## config.mk

```make
export PLATFORM = sky130hd
export DESIGN_NAME = bcd_gain_scaler
export DESIGN_NICKNAME = d
export VERILOG_FILES = /design/src/rtl/bcd_gain_pkg.sv /design/src/rtl/bcd_setting_reg.sv /design/src/rtl/bcd_to_count.sv /design/src/rtl/frac_mult_pipe.sv /design/src/rtl/bcd_gain_scaler.sv
export SDC_FILE = /design/constraint.sdc
export NUM_CORES = 1
export LEC_CHECK = 0
export ABC_AREA = 1
export BUFFER_PORTS_ARGS = -buffer_cell sky130_fd_sc_hd__buf_2
export CAP_MARGIN = 5
export CORE_ASPECT_RATIO = 1.2
export CORE_MARGIN = 5
export CORE_UTILIZATION = 60
export CTS_CLUSTER_SIZE = 10
export DETAILED_ROUTE_END_ITERATION = 7
export PLACE_DENSITY_LB_ADDON = 0.25
export SLEW_MARGIN = 20
export SYNTH_ARGS = -nofsm -noshare
export SYNTH_HDL_FRONTEND = slang
export SYNTH_SLANG_ARGS = --single-unit
```

## constraint.sdc

```tcl
create_clock -name clk -period 15.75 [get_ports clk]
set_input_delay 1.575 -clock clk [delete_from_list [all_inputs] [get_ports clk]]
set_output_delay 1.575 -clock clk [all_outputs]
set_load 0.01 [all_outputs]
```

## src/rtl/bcd_gain_pkg.sv

```systemverilog
package bcd_gain_pkg;
  localparam int DIGIT_W = 4;
  localparam int MAX_DIGIT = 9;

  function automatic logic digit_ok(input logic [DIGIT_W-1:0] d);
    return d <= DIGIT_W'(MAX_DIGIT);
  endfunction
endpackage

```

## src/rtl/bcd_setting_reg.sv

```systemverilog
module bcd_setting_reg
  import bcd_gain_pkg::*;
#(
  parameter int DIGITS = 3,
  parameter int SYNC_STAGES = 2,
  localparam int WORD_W = DIGITS * DIGIT_W
) (
  input  logic              clk,
  input  logic              rst_n,
  input  logic [WORD_W-1:0] bcd_i,
  input  logic              strobe_i,
  input  logic              clear_n_i,
  output logic [WORD_W-1:0] setting_o,
  output logic              cap_en_o,
  output logic              clr_act_o,
  output logic              err_o
);
  logic [SYNC_STAGES:0]   stb_q;
  logic [SYNC_STAGES-1:0] clr_q;
  logic                   pend_q, pend_d;
  logic [WORD_W-1:0]      set_q, set_d;
  logic                   err_q, err_d;
  logic                   rise;
  logic [DIGITS-1:0]      dig_ok;
  logic                   all_ok;

  // synchronisers; the extra strobe stage gives the previous value for edge detect
  always_ff @(posedge clk or negedge rst_n) begin
    if (!rst_n) begin
      stb_q <= '0;
      clr_q <= '0;
    end else begin
      stb_q <= {stb_q[SYNC_STAGES-1:0], strobe_i};
      clr_q <= {clr_q[SYNC_STAGES-2:0], clear_n_i};
    end
  end

  assign rise      = stb_q[SYNC_STAGES-1] & ~stb_q[SYNC_STAGES];
  assign clr_act_o = ~clr_q[SYNC_STAGES-1];
  assign cap_en_o  = pend_q & ~clr_act_o;

  for (genvar g = 0; g < DIGITS; g++) begin : g_chk
    assign dig_ok[g] = digit_ok(bcd_i[g*DIGIT_W +: DIGIT_W]);
  end
  assign all_ok = &dig_ok;

  always_comb begin
    pend_d = rise & ~clr_act_o;
    set_d  = set_q;
    err_d  = err_q;
    if (clr_act_o) begin
      set_d = '0;
    end else if (cap_en_o) begin
      if (all_ok) set_d = bcd_i;
      else        err_d = 1'b1;
    end
  end

  always_ff @(posedge clk or negedge rst_n) begin
    if (!rst_n) begin
      pend_q <= 1'b0;
      set_q  <= '0;
      err_q  <= 1'b0;
    end else begin
      pend_q <= pend_d;
      set_q  <= set_d;
      err_q  <= err_d;
    end
  end

  assign setting_o = set_q;
  assign err_o     = err_q;
endmodule

```

## src/rtl/bcd_to_count.sv

```systemverilog
module bcd_to_count
  import bcd_gain_pkg::*;
#(
  parameter int DIGITS = 3,
  parameter int N_W = 10,
  localparam int WORD_W = DIGITS * DIGIT_W
) (
  input  logic              clk,
  input  logic              rst_n,
  input  logic [WORD_W-1:0] setting_i,
  output logic [N_W-1:0]    n_o
);
  logic [N_W-1:0] n_d, n_q;

  // Horner form: the most significant digit sits at the top of the word
  always_comb begin
    n_d = '0;
    for (int i = DIGITS - 1; i >= 0; i--) begin
      n_d = N_W'(n_d * N_W'(10)) + N_W'(setting_i[i*DIGIT_W +: DIGIT_W]);
    end
  end

  always_ff @(posedge clk or negedge rst_n) begin
    if (!rst_n) n_q <= '0;
    else        n_q <= n_d;
  end

  assign n_o = n_q;
endmodule

```

## src/rtl/frac_mult_pipe.sv

```systemverilog
module frac_mult_pipe #(
  parameter int SAMPLE_W = 16,
  parameter int N_W = 10,
  parameter int SCALE = 1000,
  localparam int PROD_W = SAMPLE_W + N_W + 1
) (
  input  logic                clk,
  input  logic                rst_n,
  input  logic                in_valid,
  output logic                in_ready,
  input  logic [SAMPLE_W-1:0] in_sample,
  input  logic [N_W-1:0]      n_i,
  output logic                out_valid,
  input  logic                out_ready,
  output logic [SAMPLE_W-1:0] out_sample
);
  logic                       adv;
  logic                       v1_q, v1_d, v2_q, v2_d;
  logic signed [PROD_W-1:0]   s_ext, n_ext, prod_d, prod_q;
  logic        [PROD_W-1:0]   mag, quo;
  logic signed [PROD_W-1:0]   res;
  logic [SAMPLE_W-1:0]        out_d, out_q;
  logic                       en1, en2;

  assign adv      = out_ready | ~v2_q;
  assign in_ready = adv;
  assign en1      = adv & in_valid;
  assign en2      = adv & v1_q;

  always_comb begin
    s_ext  = {{(PROD_W-SAMPLE_W){in_sample[SAMPLE_W-1]}}, in_sample};
    n_ext  = {{(PROD_W-N_W){1'b0}}, n_i};
    prod_d = s_ext * n_ext;
    v1_d   = adv ? in_valid : v1_q;
    v2_d   = adv ? v1_q : v2_q;
  end

  // round half away from zero on the magnitude
  always_comb begin
    mag   = prod_q[PROD_W-1] ? PROD_W'(-prod_q) : PROD_W'(prod_q);
    quo   = (mag + PROD_W'(SCALE / 2)) / PROD_W'(SCALE);
    res   = prod_q[PROD_W-1] ? -$signed(quo) : $signed(quo);
    out_d = res[SAMPLE_W-1:0];
  end

  always_ff @(posedge clk or negedge rst_n) begin
    if (!rst_n) begin
      v1_q   <= 1'b0;
      v2_q   <= 1'b0;
      prod_q <= '0;
      out_q  <= '0;
    end else begin
      v1_q <= v1_d;
      v2_q <= v2_d;
      if (en1) prod_q <= prod_d;
      if (en2) out_q  <= out_d;
    end
  end

  assign out_valid  = v2_q;
  assign out_sample = out_q;
endmodule

```

## src/rtl/bcd_gain_scaler.sv

```systemverilog
module bcd_gain_scaler
  import bcd_gain_pkg::*;
#(
  parameter int DIGITS = 3,
  parameter int SAMPLE_W = 16,
  localparam int WORD_W = DIGITS * DIGIT_W,
  localparam int N_W = 10,
  localparam int SCALE = 1000
) (
  input  logic                clk,
  input  logic                rst_n,
  input  logic [WORD_W-1:0]   bcd_word,
  input  logic                load_strobe,
  input  logic                clear_n,
  input  logic                in_valid,
  output logic                in_ready,
  input  logic [SAMPLE_W-1:0] in_sample,
  output logic                out_valid,
  input  logic                out_ready,
  output logic [SAMPLE_W-1:0] out_sample,
  output logic                bcd_err
);
  logic [WORD_W-1:0] setting;
  logic              cap_en;
  logic              clr_act;
  logic [N_W-1:0]    n_val;

  bcd_setting_reg #(.DIGITS(DIGITS), .SYNC_STAGES(2)) u_set (
    .clk(clk), .rst_n(rst_n), .bcd_i(bcd_word), .strobe_i(load_strobe),
    .clear_n_i(clear_n), .setting_o(setting), .cap_en_o(cap_en),
    .clr_act_o(clr_act), .err_o(bcd_err)
  );

  bcd_to_count #(.DIGITS(DIGITS), .N_W(N_W)) u_cnt (
    .clk(clk), .rst_n(rst_n), .setting_i(setting), .n_o(n_val)
  );

  frac_mult_pipe #(.SAMPLE_W(SAMPLE_W), .N_W(N_W), .SCALE(SCALE)) u_mul (
    .clk(clk), .rst_n(rst_n), .in_valid(in_valid), .in_ready(in_ready),
    .in_sample(in_sample), .n_i(n_val), .out_valid(out_valid),
    .out_ready(out_ready), .out_sample(out_sample)
  );
endmodule

```

==> results.toml, run 1 <==
[sta]
tightest_slew_ns = 0.945
finalCritPeriodShare_pct = 85.4
hold_viol_final = 0
grt_setup_unrepaired = "false"
setup_viol = 0
slew_headroom_pct = 37.0
period_minus_slack_ns = 13.45
drv_slew = 0
clock_skew_ns = 0.0169
fin_setup_tns_ns = 0
max_clock_freq_ghz = 0.0743

[worst_hold_path]
hold_path_class = "flop to flop"
hold_end = "u_set.stb_q[1]"
worstHoldPathCells = 0
min_from = "u_set.stb_q[0]"

[cts]
cts_resized = 0
hold_buffers = 0
cts.sinks = 74
post_cts_buffers = 0
worstSkewPairLatency_ns = 0.37
cts_buffer_depth = 2
cts_inserted_buffers = 9
path_clk_slew_ns = 0.07
cts_tree = "yes"
ctsHtreeMaxLevel = 3
root_buffer = "clkbuf_16"

[detailed_routing]
first_iter_violations = 648
drc = 0
dr.pass1.iters = 5
ant_nets = 0
wl_per_cell_um = 13.2
viasPerCell = 5.18
vias = 13400
routed_wirelength_um = 34100

[critical_path]
critPathSlowestCell = "dfrtp_2"
critPathArrivalTime_ns = 13.67
worstSetupPathType = "flop to flop"
r2r_start = "u_mul.prod_q[26]"
reg2reg_slack_ns = 2.30
crit_path_end_kind = "flop"
slowest_delay_ns = 0.56
r2r_cells = 100
start_kind = "flop"
r2r_end = "u_mul.out_sample[14]"
cp_max_fo = 17
cp.required_ns = 15.96

[floorplanning]
ios = 53
start_util_pct = 61.0
dieArea_mm2 = 0.0294
core_area_mm2 = 0.0256
fp.dieW_um = 157
rows = 64
die_h_um = 187

[placed_design]
place_area_mm2 = 0.0160
place_congestion = 0.933
hpwl_um = 28700
portBuffers = 52

[yosys]
syn_area_per_cell_um2 = 6.96
synth.area.top_cells = "fa_1, nand2_1, dfrtp_1"
synth_edf_count = 0
seq_area_frac_synth_pct = 11.9
synthCells = 2246
synth_nets = 2515
ys_types = 60
post-synth-top-count-cell = "nand2_1"
synth-seq-cells = 74
syn-cell-area_mm2 = 0.0156
ys_top_cells_by_count = "nand2_1, inv_1, nand3_1, fa_1, nor2_1"
yosys_warnings = 0
synthArstFlopShare_pct = 100
synth_ff_type = "dfrtp_1"
synth_top_cell_area_share_pct = 19.1
post-synth-top-area-cell = "fa_1"

[grt]
grt_pass1_vias = 13500
antenna_found_initial = 0
grt_overflow = 0
grt_max_degree = 75
grt_usage_pct = 24.0
grt_pass1_wl_um = 60000

[finish]
drive_gt1_share_pct = 16.9
final_area_mm2 = 0.0164
fin_nets = 2527
diodes = 0
synthToLayoutAreaGrowth_pct = 4.65

[outcome]
status = "complete, no violations"

[job]
cap_violations = 0
kinds of logic after synthesis:
logic type	after synthesis	share of synthesized area (%)
and+or+nand+nor	1133	36.8
buffers and inverters	526	13.3
adders and majority gates	235	26.0
AOI/OAI and AO/OA	193	7.25
xor gates and xnor gates	85	4.81
DFF	74	11.9
layout make-up:
cell class              count  area, µm²
flip-flops and latches     74       1850
clock buffers               9        225
multi-input cells        1646      11700
repair buffers             54        278
inverters                 473       1810
well taps                 330        413
clock inverters             7       83.8
fillers                  2338       9270
routing by layer:
| layer | share of wire, % | up-vias | global-route usage [%] |
|---|---|---|---|
| li1 | - | 6860 | - |
| met1 | 42 | 6321 | 29.6 |
| met2 | 53 | 215 | 44.4 |
| met3 | 2.9 | 42 | 2.57 |
| met4 | 1.5 | 0 | 5.40 |
| met5 | 0 | - | 0 |
per-stage QoR:
| step | hold WS (ns) | utilization (%) | worst slack [ns] | std cells |
|---|---|---|---|---|
| global placement | 0.333 | 62.6 | 2.65 | 2577 |
| floorplan | 0.331 | - | 4.45 | 2246 |
| CTS | 0.353 | 63.8 | 2.30 | 2593 |
| finish | 0.353 | 63.8 | 2.30 | 2593 |
| global route | 0.364 | 63.8 | 0.765 | 2593 |
| detailed placement | 0.338 | 62.6 | 2.36 | 2577 |
critical path: cells and delay by family (launching register included):
| kind | cells | cell delay, ns |
|---|---|---|
| AOI/OAI and AO/OA | 9 | 1.92 |
| xor gates and xnor gates | 2 | 0.49 |
| adders and majority gates | 2 | 0.37 |
| buffers and inverters | 7 | 0.73 |
| DFF | 1 | 0.56 |
| and+or+nand+nor | 80 | 9.21 |
worst max path at each step:
stage | from | end | slack (ns)
finish | u_mul.prod_q[26] | u_mul.out_sample[14] | 2.30
global route | u_mul.prod_q[26] | u_mul.out_sample[14] | 0.76
CTS | u_mul.prod_q[26] | u_mul.out_sample[14] | 2.30
detailed placement | u_mul.prod_q[26] | u_mul.out_sample[14] | 2.36
global placement | u_mul.prod_q[26] | u_mul.out_sample[14] | 2.65
floorplan | u_mul.prod_q[0] | u_mul.out_sample[14] | 4.45
flip-flops by register name, indices dropped and copies added (netlist names):
signal	cells
u_mul.v1_q	1
u_mul.prod_q	27
u_set.stb_q	3
u_set.pend_q	1
u_cnt.n_o	10
u_set.clr_q	2
u_set.err_o	1
u_set.setting_o	12
u_mul.out_sample	16
u_mul.out_valid	1
layout by cell type, fill, tap and decap left out, types with 34 or more instances in the layout:
cell type / synthesis / routed
nand2_1: 550 / 550
inv_1: 423 / 423
nand3_1: 165 / 165
fa_1: 149 / 149
nor2_1: 127 / 127
nand2_2: 108 / 108
ha_1: 86 / 86
dfrtp_1: 74 / 73
o21ai_0: 65 / 65
xor2_1: 64 / 64
a21oi_1: 52 / 52
buf_2: 0 / 51
nand2_4: 43 / 43
nor2_2: 35 / 35
nand3_2: 34 / 34
Power of run 1 is left out: the tool's default activity adds up to more than one toggle a clock period on the data nets, which glitch-free logic cannot reach.
==> run 2: changes to the inputs <==
Settings changed: BUFFER_PORTS_ARGS -buffer_cell sky130_fd_sc_hd__buf_2 to -buffer_cell sky130_fd_sc_hd__buf_4, CORE_MARGIN 5 to unset, CORE_UTILIZATION 60 to 59.
Clock period 15.75 ns to 11 ns, I/O delays scaled along.
==> run 2 against run 1 <==
The run now ends with DRC, setup timing left. Flip-flop and latch count did not move. Register-to-register slack got worse by 5.4 ns. First-iteration DRC count rose to 2.7 times the previous value. Global-route usage rose by 7.7 points. Die area fell by 7.6%. Wire length rose by 69%. Sequential share of layout area fell by 2.6 points. Via count rose by 30%. Critical endpoint is now u_mul.out_sample[12].
==> results.toml, run 2 (synthesized netlist as in run 1, its figures left out) <==
[placed_design]
hpwl_um = 31200
place_area_mm2 = 0.0182
portBuffers = 52
place_congestion = 0.909

[finish]
final_area_mm2 = 0.0212
postLayoutCoreUtil_pct = 82.4
top_register = "u_mul.prod_q"
largest_reg_flops = 27
fin_nets = 2896
final_common_cell = "nand2_1"
synthToLayoutAreaGrowth_pct = 35.9
final.fill_count = 1422
drive_gt1_share_pct = 38.8
layout_common_cells = "nand2_1, buf_4, inv_1"

[detailed_routing]
vias = 17500
routed_wirelength_um = 57500
ant_nets = 0
drc = 1
dr.pass1.iters = 8
first_iter_violations = 1757
viasPerCell = 5.90
wl_per_cell_um = 19.4

[grt]
grt_overflow = 0
grt.met2_usage_pct = 59.2
met3_usage_pct = 2.94
grt_usage_pct = 31.7
grt_pass1_vias = 15900
globalRouteMet1Util_pct = 35.8
antenna_found_initial = 4
grt_pass1_wl_um = 70600
grt.busiest_layer = "met2"
grt_max_degree = 75

[worst_hold_path]
worstHoldPathCells = 0
hold_path_class = "flop to flop"

[sta]
period_minus_slack_ns = 14.06
grt_setup_unrepaired = "true"
whs_ns = 0.351
slew_headroom_pct = 9.71
setup_viol = 16
finalCritPeriodShare_pct = 128
clock_skew_ns = 0.0209
max_clock_freq_ghz = 0.0711
tightest_slew_ns = 1.34
drv_slew = 0
hold_viol_final = 0
fin_ws_ns = -3.06

[critical_path]
cp_top_family = "simple AND/OR/NAND/NOR gates"
r2r_cells = 98
cp.required_ns = 11.23
slowest_delay_ns = 0.50
critPathSlowestCell = "xor2_2"
worstSetupPathType = "flop to flop"
start_kind = "flop"
cp_num_buf_inv = 15
endpoint = "u_mul.out_sample[12]"
startpoint = "u_mul.prod_q[3]"
crit_path_end_kind = "flop"
critPathArrivalTime_ns = 14.29
cp_common_cell = "nand2_4"
r2r_end = "u_mul.out_sample[12]"
cp_max_fo = 6
r2r_start = "u_mul.prod_q[3]"
crit_cells = 98
reg2reg_slack_ns = -3.06

[floorplanning]
dieArea_mm2 = 0.0271
core_area_mm2 = 0.0258
start_util_pct = 60.6
rows = 64
ios = 53
fp.dieW_um = 151
die_h_um = 180

[cts]
cts_inserted_buffers = 9
ctsHtreeMaxLevel = 3
cts.sinks = 74
worstSkewPairLatency_ns = 0.38
cts_tree = "yes"
root_buffer = "clkbuf_16"
path_clk_slew_ns = 0.08
cts_buffer_depth = 2

[outcome]
status = "complete, but fails checks"
violations = "DRC, setup timing"

[job]
cap_violations = 0
-- run 2: cell type report --
type / count / area [µm²] / area share, %
multi-input cells: 1646 / 13500 / 63.8
repair buffers: 423 / 3260 / 15.3
flip-flops and latches: 74 / 1860 / 8.75
inverters: 473 / 1850 / 8.71
well taps: 330 / 413 / 1.94
clock buffers: 9 / 225 / 1.06
clock inverters: 7 / 82.6 / 0.389
diodes: 2 / 5.00 / 0.0236
-- run 2: timing repair --
| item | CTS | global route |
|---|---|---|
| cloned | 0 | 0 |
| hold endpoints to repair | 0 | 0 |
| resized for setup | 197 | 257 |
| buffers inserted | 63 | 50 |
| hold buffers | 0 | 0 |
| pin swaps | 118 | 166 |
| setup endpoints to repair | 16 | 16 |
-- run 2: how the worst min path moves through the flow --
stage / startpoint / endpoint / slack (ns)
2_1_floorplan: u_set.clr_q[0] / u_set.clr_q[1] / 0.33
3_3_place_gp: u_set.stb_q[0] / u_set.stb_q[1] / 0.33
3_5_place_dp: u_set.stb_q[0] / u_set.stb_q[1] / 0.34
4_1_cts: u_set.stb_q[0] / u_set.stb_q[1] / 0.35
5_1_grt: u_set.stb_q[0] / u_set.stb_q[1] / 0.36
6_report: u_set.stb_q[0] / u_set.stb_q[1] / 0.35
-- run 2: worst register-to-register path: cells and delay by family (launching register included) --
kind	cells	cell delay [ns]
AND/OR/NAND/NOR	68	8.59
AO/OA/AOI/OAI	11	1.97
buffers and inverters	15	1.67
XOR/XNOR	3	1.11
flip-flops	1	0.48
adder cells (fa/ha/maj)	1	0.14
-- run 2: per-stage QoR --
step	TNS [ns]	setup WS (ns)	instances
floorplan	-0.148	-0.148	2246
global placement	-3.22	-0.689	2835
detailed placement	-8.87	-1.13	2835
CTS	-3.40	-0.632	2914
global route	-58.04	-4.21	2963
finish	-40.35	-3.06	2964
-- run 2: metal layers --
layer / routed length [µm] / vias to the layer above / share of wire (%)
li1: - / 7597 / -
met1: 19300 / 8225 / 34
met2: 27000 / 1177 / 47
met3: 6260 / 483 / 11
met4: 4860 / 6 / 8.5
met5: 91 / - / 0.16
Power of run 2 is left out for the same reason.
==> run 3: changes to the inputs <==
Settings changed: RECOVER_POWER set to 25, SKIP_CTS_REPAIR_TIMING set to 1.
==> run 3 against run 2 <==
The flow finishes with violations (capacitance limit, slew limit, setup timing). Register-to-register slack better by 1.0 ns. Die area unchanged. Global-route usage is 3.1 points lower. Maximum frequency is 8.0% higher. Core utilization down 2.0 points. Flip-flop and latch count stayed put. Worst hold slack hardly changed. Via count down 5.4%. Clock skew rose by 0.0025 ns. Worst setup slack improved by 1.0 ns. Sequential share of layout area rose by 0.22 points. First-iteration DRC count decreased by 33%.
==> results.toml, run 3 (synthesized netlist as in run 1, its figures left out) <==
[floorplanning]
dieArea_mm2 = 0.0271
core_area_mm2 = 0.0258
fp.dieW_um = 151
rows = 64
die_h_um = 180
start_util_pct = 60.6
ios = 53

[sta]
clock_skew_ns = 0.0234
grt_setup_unrepaired = "true"
drv_slew = 75
period_minus_slack_ns = 13.02
slew_headroom_pct = -179
tightest_slew_ns = 4.19
max_clock_freq_ghz = 0.0768
finalCritPeriodShare_pct = 118
fin_ws_ns = -2.02
hold_viol_final = 0
setup_viol = 16

[finish]
fin_nets = 2856
synthToLayoutAreaGrowth_pct = 32.6
postLayoutCoreUtil_pct = 80.3
final_common_cell = "nand2_1"
stdcell_count = 2922
layout_common_cells = "nand2_1, inv_1, buf_4"
diodes = 0
final.fill_count = 1568
drive_gt1_share_pct = 37.1
top_register = "u_mul.prod_q"
largest_reg_flops = 27

[grt]
grt_usage_pct = 28.5
grt_overflow = 0
grt_max_degree = 75
antenna_found_initial = 0
grt_pass1_wl_um = 64000
grt_pass1_vias = 14800

[critical_path]
start_kind = "flop"
r2r_cells = 109
r2r_start = "u_mul.prod_q[11]"
critPathArrivalTime_ns = 13.23
crit_path_end_kind = "flop"
cp.required_ns = 11.21
cp_max_fo = 8
critPathSlowestCell = "dfrtp_1"
slowest_delay_ns = 0.44
cp_common_cell = "nand2_4"
worstSetupPathType = "flop to flop"
startpoint = "u_mul.prod_q[11]"

[cts]
cts_inserted_buffers = 9
path_clk_slew_ns = 0.07
root_buffer = "clkbuf_16"
ctsHtreeMaxLevel = 3
cts_tree = "yes"
worstSkewPairLatency_ns = 0.38
cts_buffer_depth = 2
cts.sinks = 74

[detailed_routing]
ant_nets = 0
drc = 0
routed_wirelength_um = 48100
first_iter_violations = 1182
vias = 16500
viasPerCell = 5.66
wl_per_cell_um = 16.5
dr.pass1.iters = 6

[placed_design]
dp_cells = 2835
hpwl_um = 31200
portBuffers = 52
place_congestion = 0.909

[outcome]
status = "complete, but fails checks"
violations = "capacitance limit, slew limit, setup timing"

[worst_hold_path]
worstHoldPathCells = 0
min_from = "u_set.stb_q[0]"
hold_path_class = "flop to flop"

[job]
cap_violations = 1
-- run 3: changes by cell type in the layout (fill, tap and decap cells not counted), moves of 5 or more --
cell,change
buf_4,-38
inv_1,+8
buf_6,-6
inv_2,-6
nand2_2,+6
nand3_1,+6
nand3_4,-5
-- run 3: final cells by class --
cell class,count,area [µm²],area share [%]
Multi-Input combinational cell,1646,13400,64.6
Clock buffer,9,225,1.09
Inverter,473,1840,8.86
Clock inverter,7,82.6,0.399
Timing Repair Buffer,383,2920,14.1
Sequential cell,74,1860,8.98
Tap cell,330,413,1.99
-- run 3: critical path: cells and delay by family, from the launching register on --
family,cells,cell delay [ns]
xor+xnor,1,0.20
fa+ha+maj,1,0.14
compound gates,10,1.80
flops,1,0.44
buf+inv,12,1.01
simple gates,85,9.24
-- run 3: metal layers --
metal / GRT usage (%) / wire length, µm / vias up
met5: 0 / 0 / -
met4: 10.5 / 2710 / 0
li1: - / - / 7526
met2: 53.3 / 24900 / 808
met3: 2.30 / 2940 / 283
met1: 33.2 / 17500 / 7932
-- run 3: through the flow --
step                hold WS (ns)  TNS [ns]  setup WS, ns  cell area (µm²)
floorplan                  0.331    -0.148        -0.148            15700
global placement           0.335     -3.22        -0.689            18200
detailed placement         0.336     -8.87         -1.13            18200
CTS                        0.352    -10.28         -1.25            18500
global route               0.357    -33.89         -2.74            20700
finish                     0.351    -23.70         -2.02            20700
-- run 3: final timing paths --
| check | to | slack (ns) |
|---|---|---|
| min | u_set.stb_q[1] | 0.35 |
| min in group asynchronous | u_mul.out_sample[2] | 2.19 |
| max in group asynchronous | u_mul.prod_q[26] | 6.11 |
| min reg2reg | u_set.stb_q[1] | 0.35 |
| max | u_mul.out_sample[14] | -2.02 |
| max reg2reg | u_mul.out_sample[14] | -2.02 |
Power of run 3 is left out for the same reason.
